<file path="config.mk">
export PLATFORM = sky130hd
export DESIGN_NAME = xosc_guard
export DESIGN_NICKNAME = d
export VERILOG_FILES = /design/src/rtl/xfm_pkg.sv /design/src/rtl/xfm_sync.sv /design/src/rtl/xfm_window.sv /design/src/rtl/xfm_arm.sv /design/src/rtl/xfm_flag.sv /design/src/rtl/xosc_guard.sv
export SDC_FILE = /design/constraint.sdc
export NUM_CORES = 1
export LEC_CHECK = 0
export BUFFER_PORTS_ARGS = -buffer_cell sky130_fd_sc_hd__buf_2
export CORE_UTILIZATION = 25
export DETAILED_ROUTE_END_ITERATION = 8
export PLACE_DENSITY_LB_ADDON = 0.05
export SETUP_SLACK_MARGIN = 0.1
export SLEW_MARGIN = 20
export SYNTH_ARGS = -nofsm -noshare
export SYNTH_HDL_FRONTEND = slang
export SYNTH_HIERARCHICAL = 1
export SYNTH_SLANG_ARGS = --single-unit
</file>
<file path="constraint.sdc">
create_clock -name clk -period 3.2 [get_ports clk]
set_input_delay 0.48 -clock clk [delete_from_list [all_inputs] [get_ports clk]]
set_output_delay 0.48 -clock clk [all_outputs]
set_load 0.05 [all_outputs]
</file>
<file path="src/rtl/xfm_pkg.sv">
package xfm_pkg;
  typedef enum logic [1:0] {
    ARM_IDLE   = 2'd0,
    ARM_ACTIVE = 2'd1,
    ARM_LOCKED = 2'd2
  } arm_state_t;
endpackage

</file>
<file path="src/rtl/xfm_sync.sv">
module xfm_sync #(
  parameter int STAGES = 2
) (
  input  logic clk,
  input  logic rst,
  input  logic d_i,
  output logic q_o
);
  logic [STAGES-1:0] chain;

  genvar g;
  generate
    for (g = 0; g < STAGES; g++) begin : g_stage
      if (g == 0) begin : g_first
        always_ff @(posedge clk) begin
          if (rst) chain[0] <= 1'b0;
          else     chain[0] <= d_i;
        end
      end else begin : g_next
        always_ff @(posedge clk) begin
          if (rst) chain[g] <= 1'b0;
          else     chain[g] <= chain[g-1];
        end
      end
    end
  endgenerate

  assign q_o = chain[STAGES-1];
endmodule

</file>
<file path="src/rtl/xfm_window.sv">
module xfm_window #(
  parameter int WINDOW = 64
) (
  input  logic clk,
  input  logic rst,
  input  logic active_i,
  input  logic sync_i,
  output logic fail_o
);
  localparam int CNT_W = $clog2(WINDOW + 1);
  localparam logic [CNT_W-1:0] LAST = CNT_W'(WINDOW - 1);

  logic             prev_q;
  logic             rise;
  logic [CNT_W-1:0] gap_q;

  assign rise   = sync_i & ~prev_q;
  assign fail_o = active_i & ~rise & (gap_q == LAST);

  always_ff @(posedge clk) begin
    if (rst) prev_q <= 1'b0;
    else     prev_q <= sync_i;
  end

  always_ff @(posedge clk) begin
    if (rst || !active_i || rise || fail_o) gap_q <= '0;
    else                                    gap_q <= gap_q + 1'b1;
  end

  AST_GAP_BOUND: assert property (@(posedge clk) disable iff (rst)
    gap_q <= LAST);
endmodule

</file>
<file path="src/rtl/xfm_arm.sv">
module xfm_arm
  import xfm_pkg::*;
(
  input  logic clk,
  input  logic rst,
  input  logic en_i,
  input  logic on_i,
  input  logic rdy_i,
  input  logic fail_i,
  output logic active_o,
  output logic kill_o
);
  arm_state_t st_q, st_d;
  logic       qual;

  assign qual     = en_i & on_i & rdy_i;
  assign active_o = (st_q == ARM_ACTIVE) & qual;
  assign kill_o   = (st_q == ARM_LOCKED);

  always_comb begin
    st_d = st_q;
    case (st_q)
      ARM_IDLE:   if (qual) st_d = ARM_ACTIVE;
      ARM_ACTIVE: if (fail_i) st_d = ARM_LOCKED;
                  else if (!qual) st_d = ARM_IDLE;
      ARM_LOCKED: if (!on_i) st_d = ARM_IDLE;
      default:    st_d = ARM_IDLE;
    endcase
  end

  always_ff @(posedge clk) begin
    if (rst) st_q <= ARM_IDLE;
    else     st_q <= st_d;
  end

  AST_KILL_HOLD: assert property (@(posedge clk) disable iff (rst)
    kill_o && on_i |=> kill_o);
  AST_LOCK_NO_FAIL: assert property (@(posedge clk) disable iff (rst)
    kill_o |-> !fail_i);
endmodule

</file>
<file path="src/rtl/xfm_flag.sv">
module xfm_flag (
  input  logic clk,
  input  logic rst,
  input  logic fail_i,
  input  logic clr_i,
  input  logic sel_i,
  output logic nmi_o,
  output logic fb_o
);
  always_ff @(posedge clk) begin
    if (rst)         nmi_o <= 1'b0;
    else if (fail_i) nmi_o <= 1'b1;
    else if (clr_i)  nmi_o <= 1'b0;
  end

  always_ff @(posedge clk) begin
    if (rst) fb_o <= 1'b0;
    else     fb_o <= fail_i & sel_i;
  end

  AST_FLAG_STICKY: assert property (@(posedge clk) disable iff (rst)
    nmi_o && !clr_i |=> nmi_o);
  AST_SET_WINS: assert property (@(posedge clk) disable iff (rst)
    fail_i && clr_i |=> nmi_o);
  AST_FB_PULSE: assert property (@(posedge clk) disable iff (rst)
    fb_o |=> !fb_o);
endmodule

</file>
<file path="src/rtl/xosc_guard.sv">
module xosc_guard #(
  parameter int WINDOW      = 64,
  parameter int SYNC_STAGES = 2
) (
  input  logic clk,
  input  logic rst,
  input  logic mon_en_i,
  input  logic xosc_on_i,
  input  logic xosc_rdy_i,
  input  logic xosc_clk_i,
  input  logic xosc_is_sys_i,
  input  logic irq_clr_i,
  output logic nmi_o,
  output logic xosc_kill_o,
  output logic fallback_req_o
);
  logic sync_clk;
  logic active;
  logic fail;

  xfm_sync #(.STAGES(SYNC_STAGES)) u_sync (
    .clk(clk), .rst(rst), .d_i(xosc_clk_i), .q_o(sync_clk));

  xfm_window #(.WINDOW(WINDOW)) u_window (
    .clk(clk), .rst(rst), .active_i(active), .sync_i(sync_clk), .fail_o(fail));

  xfm_arm u_arm (
    .clk(clk), .rst(rst), .en_i(mon_en_i), .on_i(xosc_on_i), .rdy_i(xosc_rdy_i),
    .fail_i(fail), .active_o(active), .kill_o(xosc_kill_o));

  xfm_flag u_flag (
    .clk(clk), .rst(rst), .fail_i(fail), .clr_i(irq_clr_i), .sel_i(xosc_is_sys_i),
    .nmi_o(nmi_o), .fb_o(fallback_req_o));

  AST_ARM_NEEDS_READY: assert property (@(posedge clk) disable iff (rst)
    $rose(xosc_kill_o) |-> $past(mon_en_i) && $past(xosc_rdy_i));
  AST_ARM_NEEDS_ON: assert property (@(posedge clk) disable iff (rst)
    $rose(xosc_kill_o) |-> $past(xosc_on_i));
  AST_FB_NEEDS_SEL: assert property (@(posedge clk) disable iff (rst)
    fallback_req_o |-> $past(xosc_is_sys_i) && nmi_o);
endmodule

</file>
* Word level (Yosys, flattened, before mapping)
Index checks and enable logic that the tools add are counted.
Widths: inputs -> output; s select.
** Word-level totals
- Register bits after elaboration :: 14
- Bits of input ports :: 8
- Logic and storage cells :: 37
- Output and inout bits :: 3
** Cells by class
- Equality and inequality tests :: 6
- Mux-type cells :: 7
- Bitwise logic cells :: 9
- $add $sub $neg :: 1
- Reduce and logical (&&, ||, !) cells :: 7
** Operators by type and width (number)
- $mux 2 :: 4
- $add 7x1->7 const B :: 1
- $and 1x1->1 :: 7
- $eq 7x6->1 const B :: 1
- $pmux 2 s3 :: 1
- $logic_or 1x1->1 :: 3
- $ne 3x2->1 const B :: 1
- $reduce_and 3->1 :: 1
- $eq 2x1->1 const B :: 1
- $eq 2x2->1 const B :: 1
- $logic_not 2->1 :: 1
- $mux 1 :: 2
- $ne 2x1->1 const B :: 1
- $ne 2x2->1 const B :: 1
- $not 1->1 :: 2
- $reduce_bool 2->1 :: 1
- $logic_not 1->1 :: 1

* Logic depth before layout (Yosys ltp)
- Depth after elaboration :: 7
- Depth in mapped cells :: 6
- Gate-level depth less buffers :: 6

* Modules after synthesis
Netlist, hierarchy kept.
** By module, submodules not included
- xfm_window :: sequential area each 160.2 µm², cells an instance 31, instances 1, area an instance 317.8 µm²
- xfm_arm :: sequential area each 40.0 µm², cells an instance 10, instances 1, area an instance 97.6 µm²
- xfm_flag :: sequential area each 40.0 µm², cells an instance 6, instances 1, area an instance 71.3 µm²
- xfm_sync :: sequential area each 40.0 µm², cells an instance 4, instances 1, area an instance 52.6 µm²

* Worst setup path before layout
No wires, ideal clock.
- Path type :: register -> register
- Start :: reg u_window.gap_q[0]
- End :: reg u_arm.st_q[0]
- Path slack :: 1.669 ns
- Data arrival time :: 1.415 ns
- Clock period less this slack :: 1.531 ns
- Buffers on the path :: 0
- Cell stages (with the launch flop) :: 7
- Required time :: 3.084 ns
- Setup time :: 0.116 ns
- Cell sequence :: dfxtp_1 ha_1 nand3_1 nor3_2 and3_1 a21oi_1 and4_1
** On the way
- Cells in the longest elaborated chain, start to end :: 4
- Elaborated cells between the ends (all ways) :: 6
- Classes of those cells :: eq/ne (2); mux (2); bitwise (1); reduce/logical (1)
** RTL lines
- from (decl) :: RTL line xfm_window.sv:15 : logic [CNT_W-1:0] gap_q;
- from (signal assigned) :: RTL line xfm_window.sv:27 : else gap_q <= gap_q + 1'b1;
- $eq 7x6->1 (*) :: RTL line xfm_window.sv:18 : assign fail_o = active_i & ~rise & (gap_q == LAST);
- $and 1x1->1 (*) :: RTL line xfm_window.sv:18
- via fail :: RTL line xosc_guard.sv:19 : logic fail;
- $ne 3x2->1 (no source line) or $mux 2 (tied branches)
- $reduce_and 3->1 (no source line) or $pmux 2 s3 (tied branches)
- to (signal assigned) :: RTL line xfm_arm.sv:33 : else st_q <= st_d;
- to (decl) :: RTL line xfm_arm.sv:13 : arm_state_t st_q, st_d;
The timed path passes the listed nets; every way through them passes the cells marked *.
A chain may end at the register's enable or synchronous reset.

* Worst setup path after layout
Ends and elaborated chain as after synthesis.

==> results.json <==
{
  "firstDrtPassIters": 4,
  "worstSetupPathType": "reg2reg",
  "vias": 401,
  "timing.rr.start": "u_window/gap_q[0]",
  "grt_pass1_wl_um": 1460,
  "synth-main-ff-cell": "dfxtp_1",
  "antenna_found_initial": 0,
  "relSlewSlack_pct": 74.6,
  "worstPathArrival_ns": 1.91,
  "nets": 75,
  "port-buffer-count": 10,
  "cts.path.max_buffers": 2,
  "postSynthAreaPerCell_um2": 10.6,
  "drv_slew": 0,
  "hpwl_um": 641,
  "rows": 16,
  "drc": 0,
  "antenna_left": 0,
  "crit_chain": "ha_1 -> nand3_1 -> nor3_2 -> and3_1 -> a21oi_1 -> and4_1",
  "core-area_um2": 2000,
  "rsz0062_at_grt": "no",
  "drv_cap": 0,
  "grt_overflow_total": 0,
  "post_cts_buffers": 0,
  "reg2reg_depth": 6,
  "post_cts_resized": 0,
  "fin_crit_sh_pct": 54.4,
  "n_antenna_cell": 0,
  "setup_violations": 0,
  "rrSetupSlack_ns": 1.46,
  "grt_pass1_vias": 338,
  "ctsHoldBuffers": 0,
  "hold_path_class": "in2reg",
  "clock_latency_ns": 0.27,
  "gp_congestion": 0.645,
  "fin_tns_setup_ns": 0,
  "ir_worst_vdd_mv": 0.186,
  "die_area_um2": 2350,
  "hold_viol_final": 0,
  "wl_per_cell_um": 9.70,
  "numCtsBuffers": 3,
  "r2r_end": "u_arm/st_q[0]",
  "synth_area_leaders": "dfxtp_1 52%, nor2b_1 4.6%, nand3b_1 4.2%, and4_1 3.2%, xor2_1 3.2%",
  "io-pin-count": 11,
  "vias_per_cell": 4.41,
  "hold_start": "xosc_clk_i",
  "holdPathStages": 2,
  "syn-num-nets": 60,
  "end_kind": "flop",
  "drive_above_1_share_pct": 29.7,
  "start_util_pct": 26.9,
  "drt_iter0_markers": 3,
  "placed_cell_area_um2": 623,
  "cpPeakStageDelay_ns": 0.38,
  "n_fill_cell": 221,
  "use_met1_pct": 11.3,
  "root_buffer": "clkbuf_4",
  "die_w_um": 48.4,
  "synth_area_um2": 539,
  "grt_usage_pct": 8.58,
  "max_freq_ghz": 0.574,
  "synth_cell_type_count": 24,
  "syn_to_final_growth_pct": 19.7,
  "worst_pin_slew_ns": 0.378,
  "drt_wl_total_um": 883,
  "grtUsageMet2_pct": 10.8,
  "yosys_warnings": 6,
  "skew_ns": 0.00466,
  "synth_top_cell_by_area": "dfxtp_1",
  "worst_hold_path.endpoint": "u_sync/chain[0]",
  "tritoncts": "yes",
  "worstPathMaxFanout": 5,
  "powerDensity_nw_per_um2": 443,
  "grt_max_degree": 9,
  "synth_cells": 51,
  "fp.dieH_um": 48.4,
  "grt_busiest_layer": "met1",
  "cts.sinks": 14,
  "seq_area_frac_synth_pct": 52.0,
  "synthArstFlopShare_pct": 0,
  "fin_area_um2": 646,
  "layout_min_cycle_time_ns": 1.74,
  "startpoint_type": "flop",
  "synth.top_cell.area_share_pct": 52.0,
  "h-tree-depth": 1,
  "multi_input_area_um2": 255,
  "regArea_um2": 280,
  "synth-edff-count": 0,
  "ys_ff_latch": 14,
  "clk_pin_slew_ns": 0.09,
  "p_leak_nw": 0.236,
  "run_status": "finished clean",
  "slowest_stage": "dfxtp_1",
  "crit_required_ns": 3.37,
  "use_met3_pct": 3.14
}
[layer usage]
metal  wire length (µm)  up-vias  share of wire [%]
met4                  9        0                1.0
met3                 48        2                5.4
met1                485      184                 55
met5                  0        -                  0
met2                339        9                 38
li1                   -      206                  -
[cell families after synthesis]
logic type	share of synthesized area (%)
AND/OR/NAND/NOR	33.4
flip-flops	52.0
AO/OA/AOI/OAI	6.73
XOR/XNOR	4.87
buffers and inverters	0.695
adder cells (fa/ha/maj)	2.32
[metrics by stage]
stage / setup slack [ns] / utilization, % / hold slack [ns] / power [mW] / std cells
floorplan: 1.67 / - / 0.414 / 0.184 / 51
global placement: 1.46 / 31.1 / 0.418 / 0.190 / 88
detailed placement: 1.47 / 31.1 / 0.426 / 0.190 / 88
CTS: 1.46 / 32.3 / 0.410 / 0.289 / 91
global route: 1.28 / 32.3 / 0.451 / 0.298 / 91
finish: 1.46 / 32.3 / 0.413 / 0.286 / 91
[worst max-delay path by stage]
stage	start	to	slack, ns	cells past startpoint
after floorplan	u_window/gap_q[0]	u_arm/st_q[0]	1.67	6
after global placement	u_window/gap_q[0]	u_arm/st_q[0]	1.46	6
after detailed placement	u_window/gap_q[0]	u_arm/st_q[0]	1.47	6
after CTS	u_window/gap_q[0]	u_arm/st_q[0]	1.46	6
after global routing	u_window/gap_q[0]	u_arm/st_q[0]	1.28	6
final	u_window/gap_q[0]	u_arm/st_q[0]	1.46	6
[registers in the layout, summed over array words and instances (netlist names)]
| register | flops |
|---|---|
| u_window/gap_q | 7 |
| u_flag/fb_o | 1 |
| u_sync/q_o | 1 |
| u_arm/st_q | 2 |
| u_sync/chain | 1 |
| u_flag/nmi_o | 1 |
| u_window/prev_q | 1 |
[placed cells by master, fill, tap and decap left out, types with 2 or more instances in the layout]
master,instances
nand2b_1,2
clkbuf_4,3
nand3b_1,3
a21oi_1,2
and4_1,2
nand2_1,2
nor2_1,3
buf_2,10
nor3b_1,2
nor3_1,2
nor2b_1,4
dfxtp_1,14
xor2_1,2
[worst max-delay path: cells and delay by family (launching register included)]
family | cells | cell delay, ns
AOI/OAI and AO/OA | 1 | 0.07
adders and majority gates | 1 | 0.20
DFF | 1 | 0.38
and+or+nand+nor | 4 | 0.99
[cells in the mapped netlist (2+ instances only)]
cell and count:
nand3b_1 3, nand2_1 2, nor2_1 3, a21oi_1 2
nor2b_1 4, nand2b_1 2, and4_1 2, nor3b_1 2
dfxtp_1 14, xor2_1 2, nor3_1 2
[power breakdown]
group / switching [mW] / internal (mW)
sequential: 0.000739 / 0.176
clock: 0.0566 / 0.0436
combinational: 0.00364 / 0.00541
total: 0.0610 / 0.225
[layout make-up]
| cell class | count | share of cell area (%) |
|---|---|---|
| Timing Repair Buffer | 10 | 7.75 |
| Sequential cell | 14 | 43.4 |
| Tap cell | 27 | 5.23 |
| Multi-Input combinational cell | 36 | 39.5 |
| Clock buffer | 3 | 3.49 |
| Inverter | 1 | 0.581 |
Note: power is estimated with default switching activity, not from simulation.
